File: config.mk
export PLATFORM = sky130hd
export DESIGN_NAME = edge_irq_agg
export DESIGN_NICKNAME = d
export VERILOG_FILES = /design/src/rtl/irq_agg_pkg.sv /design/src/rtl/sync_edge.sv /design/src/rtl/edge_bank.sv /design/src/rtl/irq_out.sv /design/src/rtl/edge_irq_agg.sv
export SDC_FILE = /design/constraint.sdc
export NUM_CORES = 1
export LEC_CHECK = 0
export BUFFER_PORTS_ARGS = -buffer_cell sky130_fd_sc_hd__buf_2
export CORE_ASPECT_RATIO = 1.5
export CORE_UTILIZATION = 39
export CTS_CLUSTER_DIAMETER = 40
export DETAILED_ROUTE_END_ITERATION = 16
export GPL_TIMING_DRIVEN = 0
export SYNTH_ARGS = -nofsm -noshare
export SYNTH_HDL_FRONTEND = slang
export SYNTH_SLANG_ARGS = --single-unit
File: constraint.sdc
create_clock -name clk_i -period 1.8 [get_ports clk_i]
set_input_delay 0.18 -clock clk_i [delete_from_list [all_inputs] [get_ports clk_i]]
set_output_delay 0.18 -clock clk_i [all_outputs]
set_load 0.005 [all_outputs]
File: src/rtl/irq_agg_pkg.sv
package irq_agg_pkg;
  localparam int unsigned BANK_W = 32;

  typedef enum logic [2:0] {
    REG_POL  = 3'd0,
    REG_EN   = 3'd1,
    REG_STAT = 3'd2,
    REG_WPOL = 3'd3,
    REG_WEN  = 3'd4
  } reg_sel_e;

  // bit set where a source slot is implemented in bank 'bank'
  function automatic logic [BANK_W-1:0] impl_mask(input int unsigned bank,
                                                  input int unsigned nsrc,
                                                  input int unsigned hole_lo,
                                                  input int unsigned hole_hi);
    logic [BANK_W-1:0] m;
    int unsigned idx;
    m = '0;
    for (int unsigned k = 0; k < BANK_W; k++) begin
      idx  = bank * BANK_W + k;
      m[k] = (idx < nsrc) && !((idx >= hole_lo) && (idx <= hole_hi));
    end
    return m;
  endfunction
endpackage

File: src/rtl/sync_edge.sv
module sync_edge (
  input  logic clk_i,
  input  logic rst_ni,
  input  logic d_i,
  input  logic pol_i,
  input  logic wpol_i,
  output logic edge_o,
  output logic wedge_o
);
  logic [1:0] sync_q;
  logic       adj_q, wadj_q;
  logic       adj, wadj;

  assign adj     = sync_q[1] ^ pol_i;
  assign wadj    = sync_q[1] ^ wpol_i;
  assign edge_o  = adj & ~adj_q;
  assign wedge_o = wadj & ~wadj_q;

  always_ff @(posedge clk_i or negedge rst_ni) begin
    if (!rst_ni) begin
      sync_q <= '0;
      adj_q  <= 1'b0;
      wadj_q <= 1'b0;
    end else begin
      sync_q <= {sync_q[0], d_i};
      adj_q  <= adj;
      wadj_q <= wadj;
    end
  end
endmodule

File: src/rtl/edge_bank.sv
module edge_bank
  import irq_agg_pkg::*;
#(
  parameter logic [BANK_W-1:0] MASK = '1
) (
  input  logic              clk_i,
  input  logic              rst_ni,
  input  logic [BANK_W-1:0] src_i,
  input  logic              wr_pol_i,
  input  logic              wr_en_i,
  input  logic              wr_stat_i,
  input  logic              wr_wpol_i,
  input  logic              wr_wen_i,
  input  logic [BANK_W-1:0] wdata_i,
  output logic [BANK_W-1:0] pol_o,
  output logic [BANK_W-1:0] en_o,
  output logic [BANK_W-1:0] pend_o,
  output logic [BANK_W-1:0] wpol_o,
  output logic [BANK_W-1:0] wen_o,
  output logic              act_now_o,
  output logic              act_nxt_o,
  output logic              wake_hit_o
);
  logic [BANK_W-1:0] pol_q, en_q, pend_q, wpol_q, wen_q;
  logic [BANK_W-1:0] edge_v, wedge_v, clr_v, pend_n;

  for (genvar i = 0; i < BANK_W; i++) begin : g_bit
    if (MASK[i]) begin : g_impl
      sync_edge u_det (
        .clk_i  (clk_i),
        .rst_ni (rst_ni),
        .d_i    (src_i[i]),
        .pol_i  (pol_q[i]),
        .wpol_i (wpol_q[i]),
        .edge_o (edge_v[i]),
        .wedge_o(wedge_v[i])
      );

      AST_EDGE_SETS: assert property (@(posedge clk_i) disable iff (!rst_ni)
        edge_v[i] |=> pend_q[i]);
      AST_W1C_CLEARS: assert property (@(posedge clk_i) disable iff (!rst_ni)
        (wr_stat_i && wdata_i[i] && !edge_v[i]) |=> !pend_q[i]);
    end else begin : g_hole
      logic unused_src;
      assign unused_src = src_i[i] ^ pol_q[i] ^ wpol_q[i];
      assign edge_v[i]  = 1'b0;
      assign wedge_v[i] = 1'b0;
    end
  end

  assign clr_v  = wr_stat_i ? wdata_i : '0;
  // a fresh edge wins over a clear in the same cycle
  assign pend_n = ((pend_q & ~clr_v) | edge_v) & MASK;

  always_ff @(posedge clk_i or negedge rst_ni) begin
    if (!rst_ni) begin
      pol_q  <= '0;
      en_q   <= '0;
      pend_q <= '0;
      wpol_q <= '0;
      wen_q  <= '0;
    end else begin
      pend_q <= pend_n;
      if (wr_pol_i)  pol_q  <= wdata_i & MASK;
      if (wr_en_i)   en_q   <= wdata_i & MASK;
      if (wr_wpol_i) wpol_q <= wdata_i & MASK;
      if (wr_wen_i)  wen_q  <= wdata_i & MASK;
    end
  end

  assign pol_o      = pol_q;
  assign en_o       = en_q;
  assign pend_o     = pend_q;
  assign wpol_o     = wpol_q;
  assign wen_o      = wen_q;
  assign act_now_o  = |(pend_q & en_q);
  assign act_nxt_o  = |(pend_n & en_q);
  assign wake_hit_o = |(wedge_v & wen_q);
endmodule

File: src/rtl/irq_out.sv
module irq_out #(
  parameter int unsigned NUM_BANK = 2
) (
  input  logic                clk_i,
  input  logic                rst_ni,
  input  logic [NUM_BANK-1:0] act_now_i,
  input  logic [NUM_BANK-1:0] act_nxt_i,
  input  logic [NUM_BANK-1:0] wake_hit_i,
  input  logic                clr_i,
  output logic                irq_o,
  output logic                wake_o
);
  logic irq_q, wake_q;

  always_ff @(posedge clk_i or negedge rst_ni) begin
    if (!rst_ni) begin
      irq_q  <= 1'b0;
      wake_q <= 1'b0;
    end else begin
      // any status write forces one low cycle
      irq_q  <= (|act_nxt_i) & ~clr_i;
      wake_q <= |wake_hit_i;
    end
  end

  assign irq_o  = irq_q;
  assign wake_o = wake_q;

  AST_CLR_DROPS: assert property (@(posedge clk_i) disable iff (!rst_ni)
    clr_i |=> !irq_o);
  AST_ACTIVE_RAISES: assert property (@(posedge clk_i) disable iff (!rst_ni)
    ((|act_now_i) && !clr_i) |=> irq_o);
  AST_WAKE_NEEDS_HIT: assert property (@(posedge clk_i) disable iff (!rst_ni)
    !(|wake_hit_i) |=> !wake_o);
endmodule

File: src/rtl/edge_irq_agg.sv
module edge_irq_agg
  import irq_agg_pkg::*;
#(
  parameter int unsigned NUM_SRC = 55,
  parameter int unsigned HOLE_LO = 27,
  parameter int unsigned HOLE_HI = 31,
  localparam int unsigned NUM_BANK = (NUM_SRC + BANK_W - 1) / BANK_W,
  localparam int unsigned BSEL_W   = (NUM_BANK > 1) ? $clog2(NUM_BANK) : 1,
  localparam int unsigned ADDR_W   = BSEL_W + 3
) (
  input  logic               clk_i,
  input  logic               rst_ni,
  input  logic [NUM_SRC-1:0] src_i,
  input  logic               sel_i,
  input  logic               we_i,
  input  logic [ADDR_W-1:0]  addr_i,
  input  logic [31:0]        wdata_i,
  output logic [31:0]        rdata_o,
  output logic               irq_o,
  output logic               wake_o
);
  localparam int unsigned PAD_W = NUM_BANK * BANK_W;

  logic [PAD_W-1:0]  src_pad;
  logic [BSEL_W-1:0] bsel;
  reg_sel_e          rsel;
  logic              wr, clr_any;

  logic [BANK_W-1:0] pol_a  [NUM_BANK];
  logic [BANK_W-1:0] en_a   [NUM_BANK];
  logic [BANK_W-1:0] pend_a [NUM_BANK];
  logic [BANK_W-1:0] wpol_a [NUM_BANK];
  logic [BANK_W-1:0] wen_a  [NUM_BANK];
  logic [NUM_BANK-1:0] act_now, act_nxt, wake_hit;

  assign src_pad = PAD_W'(src_i);
  assign bsel    = addr_i[ADDR_W-1:3];
  assign rsel    = reg_sel_e'(addr_i[2:0]);
  assign wr      = sel_i & we_i;
  assign clr_any = wr & (rsel == REG_STAT);

  for (genvar b = 0; b < NUM_BANK; b++) begin : g_bank
    localparam logic [BANK_W-1:0] BMASK = impl_mask(b, NUM_SRC, HOLE_LO, HOLE_HI);
    logic hit;
    assign hit = wr & (bsel == BSEL_W'(b));

    edge_bank #(.MASK(BMASK)) u_bank (
      .clk_i     (clk_i),
      .rst_ni    (rst_ni),
      .src_i     (src_pad[b*BANK_W +: BANK_W]),
      .wr_pol_i  (hit & (rsel == REG_POL)),
      .wr_en_i   (hit & (rsel == REG_EN)),
      .wr_stat_i (hit & (rsel == REG_STAT)),
      .wr_wpol_i (hit & (rsel == REG_WPOL)),
      .wr_wen_i  (hit & (rsel == REG_WEN)),
      .wdata_i   (wdata_i),
      .pol_o     (pol_a[b]),
      .en_o      (en_a[b]),
      .pend_o    (pend_a[b]),
      .wpol_o    (wpol_a[b]),
      .wen_o     (wen_a[b]),
      .act_now_o (act_now[b]),
      .act_nxt_o (act_nxt[b]),
      .wake_hit_o(wake_hit[b])
    );

    AST_HOLE_READS_ZERO: assert property (@(posedge clk_i) disable iff (!rst_ni)
      (sel_i && (bsel == BSEL_W'(b))) |-> ((rdata_o & ~BMASK) == '0));
  end

  always_comb begin
    rdata_o = '0;
    if (int'(bsel) < NUM_BANK) begin
      unique case (rsel)
        REG_POL:  rdata_o = pol_a[bsel];
        REG_EN:   rdata_o = en_a[bsel];
        REG_STAT: rdata_o = pend_a[bsel];
        REG_WPOL: rdata_o = wpol_a[bsel];
        REG_WEN:  rdata_o = wen_a[bsel];
        default:  rdata_o = '0;
      endcase
    end
  end

  irq_out #(.NUM_BANK(NUM_BANK)) u_out (
    .clk_i     (clk_i),
    .rst_ni    (rst_ni),
    .act_now_i (act_now),
    .act_nxt_i (act_nxt),
    .wake_hit_i(wake_hit),
    .clr_i     (clr_any),
    .irq_o     (irq_o),
    .wake_o    (wake_o)
  );
endmodule

After elaboration in Yosys (flattened, before gate mapping)
Cells that the tools add are included.

Register bits after elaboration: 452. Input port bits: 95.

Equal/unequal tests: 4. Reductions and logical operators: 3. Muxes and demuxes: 18. Bitwise gates (word level): 328. Magnitude comparators: 1.

Operators with widths (number): $mux W32 (10); $mux W27 (6); $pmux W32 S5 (1); $reduce_or A64 Y1 (2); $and A1 B1 Y1 (115); $not A1 Y1 (102); $xor A1 B1 Y1 (100); $and A27 B27 Y27 (3); $and A23 B23 Y23 (3); $not A27 Y27 (1); $or A27 B27 Y27 (1); $mux W23 (1); $not A23 Y23 (1); $or A23 B23 Y23 (1); $eq A3 B2 Y1 const B (2); $eq A3 B1 Y1 const B (1); $eq A3 B3 Y1 const B (1); $logic_not A3 Y1 (1); $ge A2 B2 Y1 const B (1); $not A1 Y2 (1).

Logic depth before layout (Yosys ltp)
Gate-level depths: netlist of the first run.

Depth in word-level cells: 10. Mapped depth: 8. Depth with buffers taken out: 6.

Cells and area by module
From an unflattened synthesis of the first run, not the netlist that was laid out.

Cells, all modules: 1502. Area, all modules: 19945.4 um^2.

By module, submodules not included: sync_edge (area an instance 132.6 um^2, cells each 8, instances 50); edge_bank at g_bank[0].u_bank (area an instance 5577.8 um^2, cells each 390, instances 1); edge_bank at g_bank[1].u_bank (area an instance 4964.8 um^2, cells each 363, instances 1); edge_irq_agg (area an instance 2705.1 um^2, cells each 345, instances 1); irq_out (area an instance 66.3 um^2, cells each 4, instances 1).

Least setup slack after synthesis of the first run
No wires, ideal clock.

Path type: input to register. Start: input port addr_i[0]. End: register u_out.irq_q, in the netlist u_out.irq_o. Setup time: 0.138 ns. Data arrival time: 1.637 ns. Stages on the path: 8. Buffers on the path: 2. Data required time: 1.662 ns. Path slack: 0.025 ns. Cell sequence: buf_6 > or3b_1 > buf_6 > nor2_8 > nand2_2 > a311o_1 > nor4_1 > a32oi_1.

Word-level cells in the longest chain between the ends: 9.

RTL lines: start: declaration (RTL line edge_irq_agg.sv:16) `input logic [ADDR_W-1:0] addr_i,`; $eq A3 B2 Y1 * (RTL line edge_irq_agg.sv:40, edge_irq_agg.sv:53); $and A1 B1 Y1 (RTL line edge_irq_agg.sv:53) `.wr_stat_i (hit & (rsel == REG_STAT)),`; $mux W27 or $mux W23 (tied branches) (RTL line edge_bank.sv:51) `assign clr_v = wr_stat_i ? wdata_i : '0;`; $not A27 Y27 or $not A23 Y23 (tied branches) (RTL line edge_bank.sv:53) `assign pend_n = ((pend_q & ~clr_v) | edge_v) & MASK;`; $and A27 B27 Y27 or $and A23 B23 Y23 (tied branches) (RTL line edge_bank.sv:53); $or A27 B27 Y27 or $or A23 B23 Y23 (tied branches) (RTL line edge_bank.sv:53); $and A27 B27 Y27 or $and A23 B23 Y23 (tied branches) (RTL line edge_bank.sv:77) `assign act_nxt_o = |(pend_n & en_q);`; $reduce_or A64 Y1 (RTL line irq_out.sv:21) `irq_q <= (|act_nxt_i) & ~clr_i;`; $and A1 B1 Y1 * (RTL line irq_out.sv:21); end signal: assignment (RTL line irq_out.sv:21); end: declaration (RTL line irq_out.sv:13) `logic irq_q, wake_q;`.

Every way passes the cells marked *; elsewhere a longest branch is shown, timed or not. A chain may end at the register's enable or synchronous reset.

Worst setup path after layout of the first run
Start: register g_bank[0].u_bank.wpol_q[25]. End: register u_out.wake_q, in the netlist u_out.wake_o.

Word-level cells in the longest chain between the ends: 4.

RTL lines: start: declaration (RTL line edge_bank.sv:24) `logic [BANK_W-1:0] pol_q, en_q, pend_q, wpol_q, wen_q;`; start signal: assignment (RTL line edge_bank.sv:66) `if (wr_wpol_i) wpol_q <= wdata_i & MASK;`; $xor A1 B1 Y1 (RTL line sync_edge.sv:15) `assign wadj = sync_q[1] ^ wpol_i;`; named net g_bank[0].u_bank.g_bit[25].g_impl.u_det.wadj (RTL line sync_edge.sv:12) `logic adj, wadj;`; $and A1 B1 Y1 (RTL line sync_edge.sv:17) `assign wedge_o = wadj & ~wadj_q;`; $and A27 B27 Y27 (RTL line edge_bank.sv:78) `assign wake_hit_o = |(wedge_v & wen_q);`; $reduce_or A64 Y1 (RTL line irq_out.sv:22) `wake_q <= |wake_hit_i;`; end signal: assignment (RTL line irq_out.sv:22); end: declaration (RTL line irq_out.sv:13).

The timed path passes the listed nets, and every way through them passes these cells.

==> metrics, run 1 <==
outcome=finished with violations; failing checks=negative hold slack, negative setup slack; CP Data Arrival Time=2.63 ns; Worst slew margin=35.0%; final design instance area without fill=roughly 0.024 sq mm; via count of the first global-routing pass=roughly 14000; kind of start point of the critical path=register; number of placed cells counting well taps=2240; Port Buffers=111; final worst path period share=124%; net total in the final layout=1832; Final Critical Period=approximately 2.2 ns; post-layout util=roughly 50%; fraction of final layout cells with drive strength greater than 1=about 36%; largest net degree at the start of global routing=around 130; flip-flop and latch count after synthesis=around 450; die height=between 200 and 300 um; worst clock skew on the final layout=0.0195 ns; FILL cells=4337; DR vias/cell=5.68; number of standard cells after synthesis=approximately 1500; portion of the post-synthesis area used by sequential elements=about 59%; count of unique library cells instantiated by Yosys=56; sink count of the clock tree=~450; number of design rule violations left after detail routing=0; depth of the CTS H-tree=2; Min Hold Slack=-0.442 ns; path type of the worst min-delay path=in2async; final setup slack of the worst path=-0.428 ns; vias=13822; Max Clock Freq=approximately 450 MHz; Die Footprint=between 0.05 and 0.06 sq mm; overall fraction of global-route tracks in use=between 20 and 30%; Synth area leaders=dfrtp_1 59%, mux2_2 12%, mux2i_1 3.5%; CTS buffer count=50; async set or reset register ratio after synthesis=between 90% and 100%; first-pass GRT wire length=100 mm; cell type contributing the most total cell area after synthesis=dfrtp_1; initial antenna violation count=0; detailed-router iteration count before antenna repair=7; growth of design area from synthesis to finish=25.6%; MaxCap Viol Count=0; Leakage Power=0.0106 uW; clock transition time at the flip-flop clock pins of the worst setup and hold paths=~0.06 ns; hold buffer count at cts=57; commonest cells after routing, fill and taps aside=432 x dfrtp_1, 208 x mux2_2, 124 x buf_2; r2r startpoint=g_bank[0].u_bank.wpol_o[25]$_DFFE_PN0P_; Final setup violation count=31; number of endpoints with negative hold slack in the final report=69; TritonCTS clock tree=built; area occupied by registers=between 0.01 and 0.015 sq mm; kind of end point of the critical path=register; routed length per placed instance=approximately 29 um; DP Area=slightly above 0.02 sq mm; combined area of the multi-input logic cells=0.00795 sq mm; Warnings, synthesis=0; actual slew at the worst max-slew pin=approximately 0.97 ns; DRT Wirelength=69.8 mm; remaining antenna violation count=0; post-detail-place hpwl=approximately 50 mm; startpoint-to-endpoint class of the critical path=reg2reg; portion of synthesized cell area occupied by the leading cell type=58.8%; leading cell type in the layout, fill and taps excluded=dfrtp_1; number of top-level design ports=between 100 and 150; Placeable Area=0.0487 sq mm; number of standard cells in the layout, taps in and fillers out=2434; minimum setup slack among reg-to-reg paths=-0.43 ns; post-synthesis instance area=0.0192 sq mm; synthesized area per cell=13.1 sq um; overall die width=183 um; clock root buffer=clkbuf_16; count of inserted antenna diode cells=0; RD Place Congestion=0.989; maximum resistive drop on vdd=just under 0.0007 V; crit path max fanout=3; Final Max Tran Viols=0; PwrDens=around 1200 mW/mm^2; row cnt=99; FF-to-FF End=u_out.wake_o$_DFF_PN0_; top_reg_cell synth=dfrtp_1; clock insertion delay at the later pin of the skew report=~0.59 ns; deepest clock path buffer count=3; CP Data Required Time=2.20 ns; GRT Residual Overflow=0; RSZ-0062 raised after global routing=yes; drt initial violations=roughly 1400; depth of the worst register-to-register path=6; effective utilization at floorplan=approximately two fifths; number of enable-type register cells in the synthesized netlist=0
==> sequential cells by signal (all words and copies together) (netlist names) <==
name,flops
g_bank.u_bank.g_bit.g_impl.u_det.adj_q,50
g_bank.u_bank.pend_o,50
g_bank.u_bank.wen_o,50
g_bank.u_bank.g_bit.g_impl.u_det.sync_q,100
g_bank.u_bank.wpol_o,50
u_out.irq_o,1
g_bank.u_bank.pol_o,50
g_bank.u_bank.en_o,50
u_out.wake_o,1
g_bank.u_bank.g_bit.g_impl.u_det.wadj_q,50
==> layout make-up <==
class / count / area share, %
buffer: 85 / 2.20
clock buffer: 68 / 6.00
sequential: 452 / 46.9
clock inverter: 25 / 1.21
multi-input combinational: 886 / 32.9
inverter: 45 / 0.699
tap: 656 / 3.40
timing repair buffer: 217 / 6.68
==> report_power, final <==
| part | switching (uW) | leakage, uW | internal, uW | total [uW] |
|---|---|---|---|---|
| clock network | 4420 | 0.000859 | 6280 | 10700 |
| registers | 1300 | 0.00533 | 11800 | 13100 |
| logic | 2840 | 0.00446 | 2440 | 5280 |
==> logic make-up (layout without fill, tap and decap cells) <==
logic type	after synthesis	count (layout)	share of synthesized area (%)
simple gates	282	282	8.34
xor+xnor	100	100	4.55
flops	452	452	58.8
compound gates	212	212	8.58
mux	287	287	16.8
buf+inv	131	440	2.90
other cells	1	5	0.0195
==> worst max path at each step <==
stage / start / to / cells past startpoint
2_1_floorplan: addr_i[0] / u_out.irq_o$_DFF_PN0_ / 8
3_3_place_gp: rst_ni / g_bank[1].u_bank.g_bit[18].g_impl.u_det.sync_q[1]$_DFF_PN0_ / 1
3_5_place_dp: addr_i[1] / u_out.irq_o$_DFF_PN0_ / 8
4_1_cts: g_bank[0].u_bank.wpol_o[25]$_DFFE_PN0P_ / u_out.wake_o$_DFF_PN0_ / 6
5_1_grt: g_bank[0].u_bank.wpol_o[12]$_DFFE_PN0P_ / rdata_o[12] / 5
6_report: g_bank[0].u_bank.wpol_o[25]$_DFFE_PN0P_ / u_out.wake_o$_DFF_PN0_ / 6
==> repair_timing <==
item / in CTS / in global routing
buffers inserted: 31 / 14
gates resized for setup: 172 / 51
setup endpoints to repair: 190 / 88
pin swaps: 42 / 35
hold endpoints to repair: 141 / 69
==> routing by layer <==
| metal | part of all wire [%] | vias up | wire length [um] | global-route usage, % |
|---|---|---|---|---|
| li1 | - | 5839 | - | - |
| met1 | 38 | 7124 | 26500 | 33.8 |
| met2 | 48 | 646 | 33400 | 47.0 |
| met3 | 6.0 | 213 | 4170 | 4.20 |
| met4 | 8.3 | 0 | 5760 | 19.4 |
| met5 | 0 | - | 0 | 0 |
==> per-stage QoR <==
step	setup slack, ns	power [uW]	setup TNS [ns]
6_report	-0.428	29000	-7.92
4_1_cts	-0.411	28900	-8.47
3_3_place_gp	-8.50	17500	-3983.97
5_1_grt	-0.390	30100	-9.22
3_5_place_dp	-1.45	17700	-189.58
2_1_floorplan	0.0252	15500	0
==> worst max-delay path, cell delays in order, from the launching register on <==
cell and delay, ns:
dfrtp_1 0.42, xor2_1 0.17, nand3b_1 0.23, nand4_1 0.27
or4_4 0.63, nor4_2 0.15, nand3_1 0.17
==> Yosys cell counts (10+ instances only) <==
master	count
nand2_1	84
nor2b_1	22
o221ai_1	22
inv_1	45
nand3b_1	67
a211o_1	20
o2bb2ai_1	29
nor3b_1	18
nand4_1	19
o21ai_0	12
mux2_2	211
xnor2_1	35
clkbuf_1	48
buf_2	20
dfrtp_1	452
xor2_1	65
nor2_1	33
a221oi_1	12
a21oi_1	16
a211oi_1	10
a21o_1	17
mux2i_1	67
a22oi_1	27
No activity file was read; power rests on OpenSTA's default activity.
==> inputs of run 2 (changes only) <==
--- a/config.mk
+++ b/config.mk
@@ -10,7 +10,10 @@
 export CORE_UTILIZATION = 39
 export CTS_CLUSTER_DIAMETER = 40
 export DETAILED_ROUTE_END_ITERATION = 16
+export GPL_ROUTABILITY_DRIVEN = 0
 export GPL_TIMING_DRIVEN = 0
+export PLACE_DENSITY = 0.68
 export SYNTH_ARGS = -nofsm -noshare
 export SYNTH_HDL_FRONTEND = slang
+export SYNTH_HIERARCHICAL = 1
 export SYNTH_SLANG_ARGS = --single-unit
==> metrics, run 2 <==
Final Max Tran Viols=0 (unchanged); TritonCTS clock tree=built; MaxCap Viol Count=0 (unchanged); maximum resistive drop on vdd=0.000769 V (+12%); drt initial violations=686 (-51%); Final Critical Period=2.16 ns (-0.0683 ns); detailed-router iteration count before antenna repair=5 (-2); post-detail-place hpwl=40.5 mm (-19%); effective utilization at floorplan=39.6% (+0.040 points); overall fraction of global-route tracks in use=23.6% (-4.7 points); initial antenna violation count=0 (unchanged); kind of start point of the critical path=input pin; source of the worst hold timing path=wdata_i[9]; RSZ-0062 raised after global routing=yes; DR vias/cell=5.16 (-9.2%); worst setup path endpoint=u_out/irq_o$_DFF_PN0_; path type of the worst min-delay path=in2reg; net total in the final layout=1975 (+7.8%); kind of end point of the critical path=register; FILL cells=4412 (+1.7%); commonest cells after routing, fill and taps aside=445 x dfrtp_1, 200 x mux2_2, 165 x buf_4; minimum setup slack among reg-to-reg paths=-0.32 ns (+0.11 ns); FF-to-FF End=u_out/wake_o$_DFF_PN0_; PwrDens=1150 mW/mm^2 (-4.7%); sink count of the clock tree=452 (unchanged); leading cell type in the layout, fill and taps excluded=dfrtp_1; GRT Residual Overflow=0 (unchanged); failing checks=negative setup slack; first-pass GRT wire length=88.4 mm (-12%); r2r startpoint=g_bank[1].u_bank/g_bit[0].g_impl.u_det/sync_q[1]$_DFF_PN0_; register with the most flip-flops=g_bank.u_bank/g_bit.g_impl.u_det/sync_q; DRT Wirelength=59.5 mm (-15%); clock transition time at the flip-flop clock pins of the worst setup and hold paths=0.06 ns (about the same); count of inserted antenna diode cells=0 (unchanged); number of standard cells after synthesis=1469 (+0.27%); Warnings, synthesis=6 (+6); actual slew at the worst max-slew pin=0.644 ns (-0.329 ns); via count of the first global-routing pass=14073 (-0.99%); row cnt=100 (+1.0%); Port Buffers=112 (+0.90%); die height=277 um (+1.2%); number of standard cells in the layout, taps in and fillers out=2584 (+6.2%); vias=13322 (-3.6%); number of top-level design ports=129 (unchanged); CTS buffer count=53 (+6.0%); Placeable Area=0.0498 sq mm (+2.3%); crit path max fanout=10 (+7); number of placed cells counting well taps=2316 (+3.4%); post-synthesis instance area=0.0197 sq mm (+2.4%); outcome=finished with violations; synthesized area per cell=13.4 sq um (+2.1%); CP Launch Point=addr_i[3]; startpoint-to-endpoint class of the critical path=in2reg; depth of the worst register-to-register path=6 (unchanged); Max Clock Freq=463 MHz (+3.2%); number of endpoints with negative hold slack in the final report=0 (-100%); final worst path period share=120% (-3.8 points); flip-flop count of the largest register after layout=100 (unchanged); clock root buffer=clkbuf_16; growth of design area from synthesis to finish=28.7%; CP Data Arrival Time=2.64 ns (about the same); aggregate negative setup slack=-5.06 ns (+2.86 ns); number of design rule violations left after detail routing=0 (unchanged); Die Footprint=0.0514 sq mm (+2.4%); Leakage Power=0.0118 uW (+11%); worst clock skew on the final layout=0.0220 ns (+0.00249 ns); routed length per placed instance=23.0 um (-20%); deepest clock path buffer count=3 (unchanged); final setup slack of the worst path=-0.360 ns (+0.0683 ns); overall die width=186 um (+1.2%); remaining antenna violation count=0 (unchanged); fraction of final layout cells with drive strength greater than 1=38.7% (+2.6 points); Worst slew margin=57.1% (+22 points); Final setup violation count=36 (+16%); depth of the CTS H-tree=2 (unchanged); CP Data Required Time=2.28 ns (+0.08 ns); clock insertion delay at the later pin of the skew report=0.59 ns (about the same); Min Hold Slack=0.0420 ns (+0.484 ns); largest net degree at the start of global routing=122 (-5.4%)
-- run 2: how the worst min path moves through the flow --
| stage | to | cells past startpoint | slack, ns |
|---|---|---|---|
| global placement | g_bank[1].u_bank/g_bit[6].g_impl.u_det/sync_q[0]$_DFF_PN0_ | 1 | 0.29 |
| CTS | g_bank[0].u_bank/wen_o[9]$_DFFE_PN0P_ | 2 | 0.009 |
| floorplan | g_bank[0].u_bank/en_o[0]$_DFFE_PN0P_ | 0 | -0.12 |
| detailed placement | g_bank[0].u_bank/g_bit[18].g_impl.u_det/sync_q[0]$_DFF_PN0_ | 1 | 0.08 |
| global route | g_bank[1].u_bank/wen_o[9]$_DFFE_PN0P_ | 2 | 0.03 |
| finish | g_bank[1].u_bank/wen_o[9]$_DFFE_PN0P_ | 2 | 0.04 |
-- run 2: per-layer routing --
layer	vias to the layer above	share of wire, %	global-route usage, %
met5	-	0	0
met4	0	7.3	14.6
met3	200	5.8	3.40
met2	506	49	40.2
met1	6750	38	27.7
li1	5866	-	-
-- run 2: metrics by stage --
| stage | cell area [sq um] | worst slack (ns) | power, uW | util, % |
|---|---|---|---|---|
| after global routing | 25400 | -0.354 | 30200 | 50.9 |
| after floorplan | 20000 | -0.434 | 15400 | - |
| final | 25400 | -0.360 | 29100 | 50.9 |
| after CTS | 25100 | -0.422 | 29000 | 50.5 |
| after global placement | 21400 | -8.37 | 17100 | 43.0 |
| after detailed placement | 21600 | -1.63 | 17300 | 43.3 |
-- run 2: critical path, cell delays in order --
cell	delay, ns
buf_6	0.13
buf_8	0.16
buf_12	0.16
or2_4	0.29
nor2_1	0.14
buf_6	0.15
buf_4	0.20
nand2_1	0.08
a21o_1	0.19
a22oi_1	0.28
and4_1	0.28
nand4_1	0.12
o21ba_4	0.26
-- run 2: power by group --
group / leakage (uW) / internal (uW) / switching [uW]
clock: 0.000858 / 6520 / 4360
sequential: 0.00534 / 11800 / 988
combinational: 0.00564 / 2870 / 2560
-- run 2: layout make-up --
class / count / area [sq um] / area share [%]
timing repair buffer: 289 / 2370 / 9.35
buffer: 131 / 1060 / 4.19
clock buffer: 74 / 1490 / 5.86
multi-input combinational: 953 / 7990 / 31.5
sequential: 452 / 11300 / 44.7
tap: 663 / 830 / 3.27
clock inverter: 22 / 290 / 1.14
-- run 2: what timing repair did --
item,in CTS,in global routing
hold buffers,81,0
buffers inserted,77,15
cloned,0,1
pin swaps,35,24
hold endpoints to repair,396,0
endpoints found under the setup margin,131,172
resized for setup,92,36
